===== src/rtl/pdf_pkg.sv =====
`timescale 1ns/1ps
// Shared definitions for the port debounce filter.
package pdf_pkg;
   // Sampling-rate codes carried in the top two bits of the control register.
   typedef enum logic [1:0] {
      SEL_EVERY = 2'b00,   // one tick per clock
      SEL_MID   = 2'b01,   // one tick per DIV_MID clocks
      SEL_LONG  = 2'b10,   // one tick per DIV_LONG clocks
      SEL_OFF   = 2'b11    // no ticks at all
   } smp_sel_e;

   localparam int unsigned SEL_W = 2;
endpackage


===== src/rtl/pdf_sync.sv =====
`timescale 1ns/1ps
// Multi-stage synchronizer for asynchronous pin levels.
module pdf_sync #(
   parameter int unsigned W      = 8,
   parameter int unsigned STAGES = 2
) (
   input  logic         clk,
   input  logic         rst_n,
   input  logic [W-1:0] d_async,
   output logic [W-1:0] q_sync
);
   logic [W-1:0] stg_q [STAGES];

   always_ff @(posedge clk or negedge rst_n) begin
      if (!rst_n) begin
         for (int k = 0; k < STAGES; k++) stg_q[k] <= '0;
      end else begin
         stg_q[0] <= d_async;
         for (int k = 1; k < STAGES; k++) stg_q[k] <= stg_q[k-1];
      end
   end

   assign q_sync = stg_q[STAGES-1];
endmodule


===== src/rtl/pdf_cfg_reg.sv =====
`timescale 1ns/1ps
// Control register: rate select on top, per-pin enables below.
module pdf_cfg_reg #(
   parameter int unsigned REG_W = 8
) (
   input  logic             clk,
   input  logic             rst_n,
   input  logic             we,
   input  logic [REG_W-1:0] wdata,
   output logic [REG_W-1:0] q
);
   always_ff @(posedge clk or negedge rst_n) begin
      if (!rst_n)  q <= '0;
      else if (we) q <= wdata;
   end
endmodule


===== src/rtl/pdf_tick_gen.sv =====
`timescale 1ns/1ps
// Sampling-tick prescaler with a restart on every register write.
module pdf_tick_gen
   import pdf_pkg::*;
#(
   parameter int unsigned DIV_MID  = 4,
   parameter int unsigned DIV_LONG = 4096
) (
   input  logic      clk,
   input  logic      rst_n,
   input  logic      restart,
   input  smp_sel_e  sel,
   output logic      tick
);
   localparam int unsigned CW = (DIV_LONG > 1) ? $clog2(DIV_LONG) : 1;
   localparam logic [CW-1:0] MID_LAST  = CW'(DIV_MID - 1);
   localparam logic [CW-1:0] LONG_LAST = CW'(DIV_LONG - 1);

   logic [CW-1:0] cnt_q;
   logic          tick_c;
   logic          counting;

   always_comb begin
      case (sel)
         SEL_EVERY: tick_c = 1'b1;
         SEL_MID:   tick_c = (cnt_q == MID_LAST);
         SEL_LONG:  tick_c = (cnt_q == LONG_LAST);
         default:   tick_c = 1'b0;
      endcase
   end

   assign counting = (sel == SEL_MID) || (sel == SEL_LONG);

   always_ff @(posedge clk or negedge rst_n) begin
      if (!rst_n)                            cnt_q <= '0;
      else if (restart || tick_c || !counting) cnt_q <= '0;
      else                                   cnt_q <= cnt_q + CW'(1);
   end

   assign tick = tick_c;
endmodule


===== src/rtl/pdf_lane.sv =====
`timescale 1ns/1ps
// One pin's filter: agreement counter plus accepted level.
module pdf_lane #(
   parameter int unsigned HOLD = 3
) (
   input  logic clk,
   input  logic rst_n,
   input  logic tick,
   input  logic active,
   input  logic s_in,
   output logic f_out
);
   localparam int unsigned CNT_W = (HOLD > 2) ? $clog2(HOLD) : 1;
   localparam logic [CNT_W-1:0] LAST = CNT_W'(HOLD - 1);

   logic             lvl_q;
   logic [CNT_W-1:0] agree_q;

   always_ff @(posedge clk or negedge rst_n) begin
      if (!rst_n) begin
         lvl_q   <= 1'b0;
         agree_q <= '0;
      end else if (!active) begin
         // bypassed: track the input so re-enabling starts clean
         lvl_q   <= s_in;
         agree_q <= '0;
      end else if (tick) begin
         if (s_in != lvl_q) begin
            if (agree_q == LAST) begin
               lvl_q   <= s_in;
               agree_q <= '0;
            end else begin
               agree_q <= agree_q + CNT_W'(1);
            end
         end else begin
            agree_q <= '0;
         end
      end
   end

   assign f_out = active ? lvl_q : s_in;
endmodule


===== src/rtl/pin_debounce_filter.sv =====
`timescale 1ns/1ps
// Port input debounce filter: synchronizer, prescaler, per-pin filters.
module pin_debounce_filter
   import pdf_pkg::*;
#(
   parameter int unsigned PORT_W      = 8,
   parameter int unsigned FILT_LO     = 2,
   parameter int unsigned SYNC_STAGES = 2,
   parameter int unsigned HOLD        = 3,
   parameter int unsigned DIV_MID     = 4,
   parameter int unsigned DIV_LONG    = 4096,
   localparam int unsigned N_FILT     = PORT_W - FILT_LO,
   localparam int unsigned REG_W      = N_FILT + SEL_W
) (
   input  logic              clk,
   input  logic              rst_n,
   input  logic              cfg_we,
   input  logic [REG_W-1:0]  cfg_wdata,
   output logic [REG_W-1:0]  cfg_rdata,
   input  logic              stop_mode,
   input  logic [PORT_W-1:0] pin_raw,
   output logic [PORT_W-1:0] pin_filt
);
   // elaboration-time parameter checks
   if (FILT_LO < 1 || FILT_LO >= PORT_W) begin : g_bad_lo
      $error("FILT_LO must leave at least one plain and one filtered pin");
   end
   if (SYNC_STAGES < 2) begin : g_bad_sync
      $error("SYNC_STAGES must be at least 2");
   end
   if (HOLD < 2) begin : g_bad_hold
      $error("HOLD must be at least 2");
   end
   if (DIV_MID < 2 || DIV_LONG <= DIV_MID) begin : g_bad_div
      $error("prescaler ratios must satisfy 2 <= DIV_MID < DIV_LONG");
   end

   logic [REG_W-1:0]  cfg_q;
   logic [PORT_W-1:0] sync_q;
   logic [N_FILT-1:0] en;
   smp_sel_e          sel;
   logic              smp_tick;

   pdf_cfg_reg #(.REG_W(REG_W)) u_cfg (
      .clk   (clk),
      .rst_n (rst_n),
      .we    (cfg_we),
      .wdata (cfg_wdata),
      .q     (cfg_q)
   );

   assign cfg_rdata = cfg_q;
   assign sel       = smp_sel_e'(cfg_q[REG_W-1 -: SEL_W]);
   assign en        = cfg_q[N_FILT-1:0];

   pdf_sync #(.W(PORT_W), .STAGES(SYNC_STAGES)) u_sync (
      .clk     (clk),
      .rst_n   (rst_n),
      .d_async (pin_raw),
      .q_sync  (sync_q)
   );

   pdf_tick_gen #(.DIV_MID(DIV_MID), .DIV_LONG(DIV_LONG)) u_tick (
      .clk     (clk),
      .rst_n   (rst_n),
      .restart (cfg_we),
      .sel     (sel),
      .tick    (smp_tick)
   );

   for (genvar i = 0; i < PORT_W; i++) begin : g_pin
      if (i < FILT_LO) begin : g_pass
         assign pin_filt[i] = sync_q[i];
      end else begin : g_filt
         pdf_lane #(.HOLD(HOLD)) u_lane (
            .clk    (clk),
            .rst_n  (rst_n),
            .tick   (smp_tick),
            .active (en[i-FILT_LO] & ~stop_mode),
            .s_in   (sync_q[i]),
            .f_out  (pin_filt[i])
         );
      end
   end
endmodule


===== config.mk =====
export PLATFORM = sky130hd
export DESIGN_NAME = pin_debounce_filter
export DESIGN_NICKNAME = d
export VERILOG_FILES = /design/src/rtl/pdf_pkg.sv /design/src/rtl/pdf_sync.sv /design/src/rtl/pdf_cfg_reg.sv /design/src/rtl/pdf_tick_gen.sv /design/src/rtl/pdf_lane.sv /design/src/rtl/pin_debounce_filter.sv
export SDC_FILE = /design/constraint.sdc
export NUM_CORES = 1
export LEC_CHECK = 0
export ABC_AREA = 1
export BUFFER_PORTS_ARGS = -buffer_cell sky130_fd_sc_hd__buf_2
export CORE_MARGIN = 2
export CORE_UTILIZATION = 50
export CTS_BUF_LIST = sky130_fd_sc_hd__clkbuf_2
export DETAILED_ROUTE_END_ITERATION = 6
export PLACE_DENSITY = 0.77
export SLEW_MARGIN = 25
export SYNTH_ARGS = -nofsm -noshare
export SYNTH_HDL_FRONTEND = slang
export SYNTH_SLANG_ARGS = --single-unit

===== constraint.sdc =====
create_clock -name clk -period 4 [get_ports clk]
set_clock_uncertainty 0.15 [all_clocks]
set_input_delay 0.4 -clock clk [delete_from_list [all_inputs] [get_ports clk]]
set_output_delay 0.4 -clock clk [all_outputs]
set_load 0.01 [all_outputs]

**Word-level counts from Yosys, hierarchy flattened**

Cells that the tools add are included.

- Register bits after elaboration: 54
- Input bits: 20
- Output and inout bits: 16
- Word-level logic and storage cells: 131

- $add $sub $neg: 7
- Equal/unequal tests: 34
- Multiplexer cells: 56
- Bitwise gates (word level): 7
- Reductions and logical operators: 11

Operator list:

| cell | number |
|---|---|
| $mux 2 | 24 |
| $ne 2x2->1 const B | 18 |
| $mux 1 | 30 |
| $reduce_and 3->1 | 6 |
| $eq 2x2->1 const B | 7 |
| $add 12x1->12 const B | 1 |
| $add 2x1->2 const B | 6 |
| $eq 12x12->1 const B | 1 |
| $eq 12x2->1 const B | 1 |
| $mux 12 | 1 |
| $and 1x1->1 | 6 |
| $ne 1x1->1 | 6 |
| $logic_or 1x1->1 | 3 |
| $pmux 1 s3 | 1 |
| $eq 2x1->1 const B | 1 |
| $logic_not 2->1 | 1 |
| $logic_not 1->1 | 1 |
| $not 1->1 | 1 |

**Logic depth before layout (Yosys ltp)**

- Depth after elaboration: 5
- Gate-level depth with buffers: 13
- Depth with buffers taken out: 13

**Cells and area by module**

A second synthesis with hierarchy kept.

- Cells, all modules: 316
- Area total of the unflattened synthesis: 2582.5 um^2

By module, submodules not included:

| module | times used | cells an instance | area each (um^2) | seq. area each (um^2) |
|---|---|---|---|---|
| pdf_lane | 6 | 27 | 181.4 | 75.1 |
| pdf_tick_gen | 1 | 84 | 683.2 | 300.3 |
| pdf_sync | 1 | 24 | 460.4 | 400.4 |
| pdf_cfg_reg | 1 | 34 | 305.3 | 200.2 |
| pin_debounce_filter | 1 | 12 | 45.0 | 0.0 |

**Least setup slack after synthesis**

Ideal clock, no wire load.

- Kind: register to register
- From: register u_cfg.q[6]
- To: register u_tick.cnt_q[2]
- Library setup time: 0.121 ns
- Data arrival time: 1.501 ns
- Required time: 3.729 ns
- Setup slack: 2.228 ns
- Stages on the path, launching flop included: 14
- Path buffers: 1
- Clock period less this slack: 1.772 ns
- Cell sequence: dfrtp_1 inv_1 ha_1 nor2_1 nand2_1 nor2_1 nand2_1 nand2_1 nand2_2 nand2_8 nand2_8 nand3b_4 buf_12 nor2_2

- Word-level cells in the longest chain between the ends: 5
- Elaborated cells on any way between the ends: 9
- Those cells by class: 2 x eq/ne; 2 x mux; 5 x reduce/logical

Ends and longest elaborated chain:

| what | RTL line | text |
|---|---|---|
| start, declared | pdf_cfg_reg.sv:10 | `output logic [REG_W-1:0] q` |
| start signal, assigned | pdf_cfg_reg.sv:14 | `else if (we) q <= wdata;` |
| $eq 2x2->1 (tied with other cells) | pdf_tick_gen.sv:24, pdf_tick_gen.sv:32 |  |
| $pmux 1 s3 / $logic_or 1x1->1 (equally long branches) | pdf_tick_gen.sv:24, pdf_tick_gen.sv:32 |  |
| $logic_or 1x1->1 / $logic_not 1->1 (equally long branches) | pdf_tick_gen.sv:36 | `else if (restart \|\| tick_c \|\| !counting) cnt_q <= '0;` |
| $logic_or 1x1->1 * | pdf_tick_gen.sv:36 |  |
| $mux 12 * | pdf_tick_gen.sv:36 |  |
| end signal, assigned | pdf_tick_gen.sv:37 | `else cnt_q <= cnt_q + CW'(1);` |
| end, declared | pdf_tick_gen.sv:19 | `logic [CW-1:0] cnt_q;` |

Every way passes the cells marked *; elsewhere a longest branch is shown, timed or not.
A chain may end at the register's enable or synchronous reset.

**Final worst setup path**

- From: register u_cfg.q[3]
- To: output port pin_filt[5]

- Word-level cells in the longest chain between the ends: 2

Ends and longest elaborated chain:

| what | RTL line | text |
|---|---|---|
| $and 1x1->1 | pin_debounce_filter.sv:79 | `.active (en[i-FILT_LO] & ~stop_mode),` |
| $mux 1 | pdf_lane.sv:41 | `assign f_out = active ? lvl_q : s_in;` |
| end, declared | pin_debounce_filter.sv:22 | `output logic [PORT_W-1:0] pin_filt` |

No other way between the ends.

==> flow_summary.ini <==
[cells_and_area]
final_cell_mix = 54 x dfrtp_1, 47 x nand2_1, 35 x nand3_1, 35 x buf_2, 34 x inv_1
final_common_cell = dfrtp_1
syn_to_final_growth_pct = 13.93
utilization_pct = 58.88
drive_gt1_share_pct = 18.05
diodes = 0
num-nets-final = 361
fin_area_um2 = 2988

[power_and_ir_drop]
swShare_pct = 27.07
p_leak_nw = 1.369
p_comb_share_pct = 15.3
power_density_nw_per_um2 = 341.0
p_int_mw = 0.7431
p_sw_mw = 0.2758
clkPwrFrac_pct = 26.7
power_frac_seq_pct = 58.0
ir_worst_vdd_mv = 0.2885

[clocking]
htree_levels = 2
clock_latency_ps = 430
cts_setup_buffers = 0
cts_sinks = 54
cts_made_buffers = 5
ctsLongestPathBuffers = 2
cts_tree = built
cts_root_buf = clkbuf_2
ctsResizeCount = 0
clk_pin_slew_worst_paths_ps = 240

[global_routing]
grt_max_degree = 55
track_usage_pct = 17.01
first_global_vias = 1906
grt_pass1_wl_mm = 8.017
antenna_found_initial = 0
overflow = 0

[placement]
routabilityCongestion = 0.8186
dp_hpwl_mm = 3.196
post_dp_cell_area_um2 = 2783
pre_cts_slack_ps = 2017
io_buffers = 35

[synthesis]
synth_cells = 293
syn-num-nets = 317
yosysSeqAreaShare_pct = 51.53
syn-cell-area_um2 = 2623
synth_cell_types = 24
avgSynthCellArea_um2 = 8.951
synth-seq-cells = 54
yosys_warnings = 0

[detailed_routing]
drtPass1Iterations = 5
route.detailed.drc = 0
wirelength_mm = 4.492
wire_per_inst_um = 11.01
vias_per_cell = 4.824
vias = 1968
antenna_left = 0
drt_iter0_markers = 122

[floorplanning]
core-area_um2 = 5075
die_w_um = 76.42
rows = 26
dieHeight_um = 76.42
start_util_pct = 51.68
ios = 36
dieArea_um2 = 5840

[sta]
min_period_ps = 2129
hold_violations = 0
fin_setup_tns_ps = 0
post-route-period-util_pct = 53.22
fmax_mhz = 469.8
rsz0062_at_grt = no
maxSlewViolCount = 0
relSlewSlack_pct = 56.82
tightest_slew_ps = 647.7
setup_viol = 0
setup_slack_ps = 1871

[setup_path]
cp-start-kind = register
worstSetupPathType = register to primary output
arrival_ps = 1580
end_kind = primary output
crit_required_ps = 3450
cp_max_fo = 5

[outcome]
status = finished clean

[hold_path]
hold_path_class = input pin to register

[flow_run]
max-cap-violations = 0
[sequential cells by signal (all words and copies together), names as in the netlist]
name,count
g_pin.g_filt.u_lane.agree_q,12
u_cfg.q,8
g_pin.g_filt.u_lane.lvl_q,6
u_sync.stg_q,8
u_sync.q_sync,8
u_tick.cnt_q,12
[cell usage after synthesis, drive strengths merged]
| master | number | area [µm²] |
|---|---|---|
| o21ai | 22 | 110.1 |
| nand2 | 51 | 229.0 |
| dfrtp | 54 | 1351 |
| nor3 | 11 | 55.05 |
| clkinv | 1 | 3.750 |
| buf | 11 | 102.6 |
| nor4 | 2 | 12.51 |
| nand3 | 35 | 175.2 |
| xnor2 | 11 | 96.34 |
| nand4 | 9 | 56.30 |
| a31o | 1 | 8.760 |
| inv | 34 | 127.6 |
| clkbuf | 2 | 7.510 |
| ha | 4 | 50.05 |
| nor2 | 39 | 173.9 |
| xor2 | 4 | 35.03 |
| nand3b | 2 | 27.53 |
[final timing paths]
kind / from / endpoint / slack (ps) / depth (start not counted)
max: u_cfg.q[3]$_DFFE_PN0P_ / pin_filt[5] / 1870 / 5
max in group asynchronous: rst_n / u_tick.cnt_q[5]$_DFF_PN0_ / 2850 / 3
min reg2reg: u_sync.stg_q[9]$_DFF_PN0_ / u_sync.q_sync[1]$_DFF_PN0_ / 230 / 0
min: cfg_wdata[5] / u_cfg.q[5]$_DFFE_PN0P_ / 20 / 3
max reg2reg: u_cfg.q[7]$_DFFE_PN0P_ / u_tick.cnt_q[0]$_DFF_PN0_ / 1990 / 5
min in group asynchronous: rst_n / u_sync.stg_q[10]$_DFF_PN0_ / 430 / 3
[per-layer routing]
| layer | wire length, µm | global-route usage (%) | part of all wire (%) |
|---|---|---|---|
| met5 | 0 | 0 | 0 |
| met4 | 74 | 6.000 | 1.6 |
| met3 | 162 | 3.555 | 3.6 |
| met2 | 2079 | 28.94 | 46 |
| met1 | 2175 | 21.57 | 48 |
[power groups by stage]
stage	sequential [mW]	combinational, mW	clock, mW
CTS	0.591	0.159	0.280
global placement	0.600	0.144	0
floorplan	0.601	0.110	0
detailed placement	0.601	0.147	0
finish	0.591	0.156	0.272
global route	0.595	0.179	0.298
[cells by family after synthesis]
logic type	count (synthesis)	share of synthesized area, %
simple gates	149	27.81
flops	54	51.53
buf+inv	48	9.208
compound gates	23	4.533
xor+xnor	15	5.009
fa+ha+maj	4	1.908
[final cells by class]
class                           instances  area (µm²)
Tap cell                               70       87.58
Clock inverter                          1       30.03
Clock buffer                            7       35.03
Multi-Input combinational cell        191        1030
Sequential cell                        54        1351
Fill cell                             449        2087
Inverter                               35       131.4
Timing Repair Buffer                   50       322.8
[stage by stage]
step / instances / total power [mW] / hold slack, ps
after floorplan: 293 / 0.7109 / -45.59
after global placement: 386 / 0.7439 / 181.5
after detailed placement: 386 / 0.7479 / 185.6
after CTS: 408 / 1.029 / 5.320
after global routing: 408 / 1.072 / 26.33
final: 408 / 1.019 / 25.00
[repair_timing]
item                                    CTS  global route
endpoints found under the setup margin    0             0
endpoints found under the hold margin    67             0
hold buffers                             14             0
[critical path: stages, from the launching register on]
cell     delay [ps]
dfrtp_1         420
inv_1            60
nor2_1          210
inv_1           140
o21ai_0         170
buf_2           150
No activity file was read; power rests on OpenSTA's default activity.
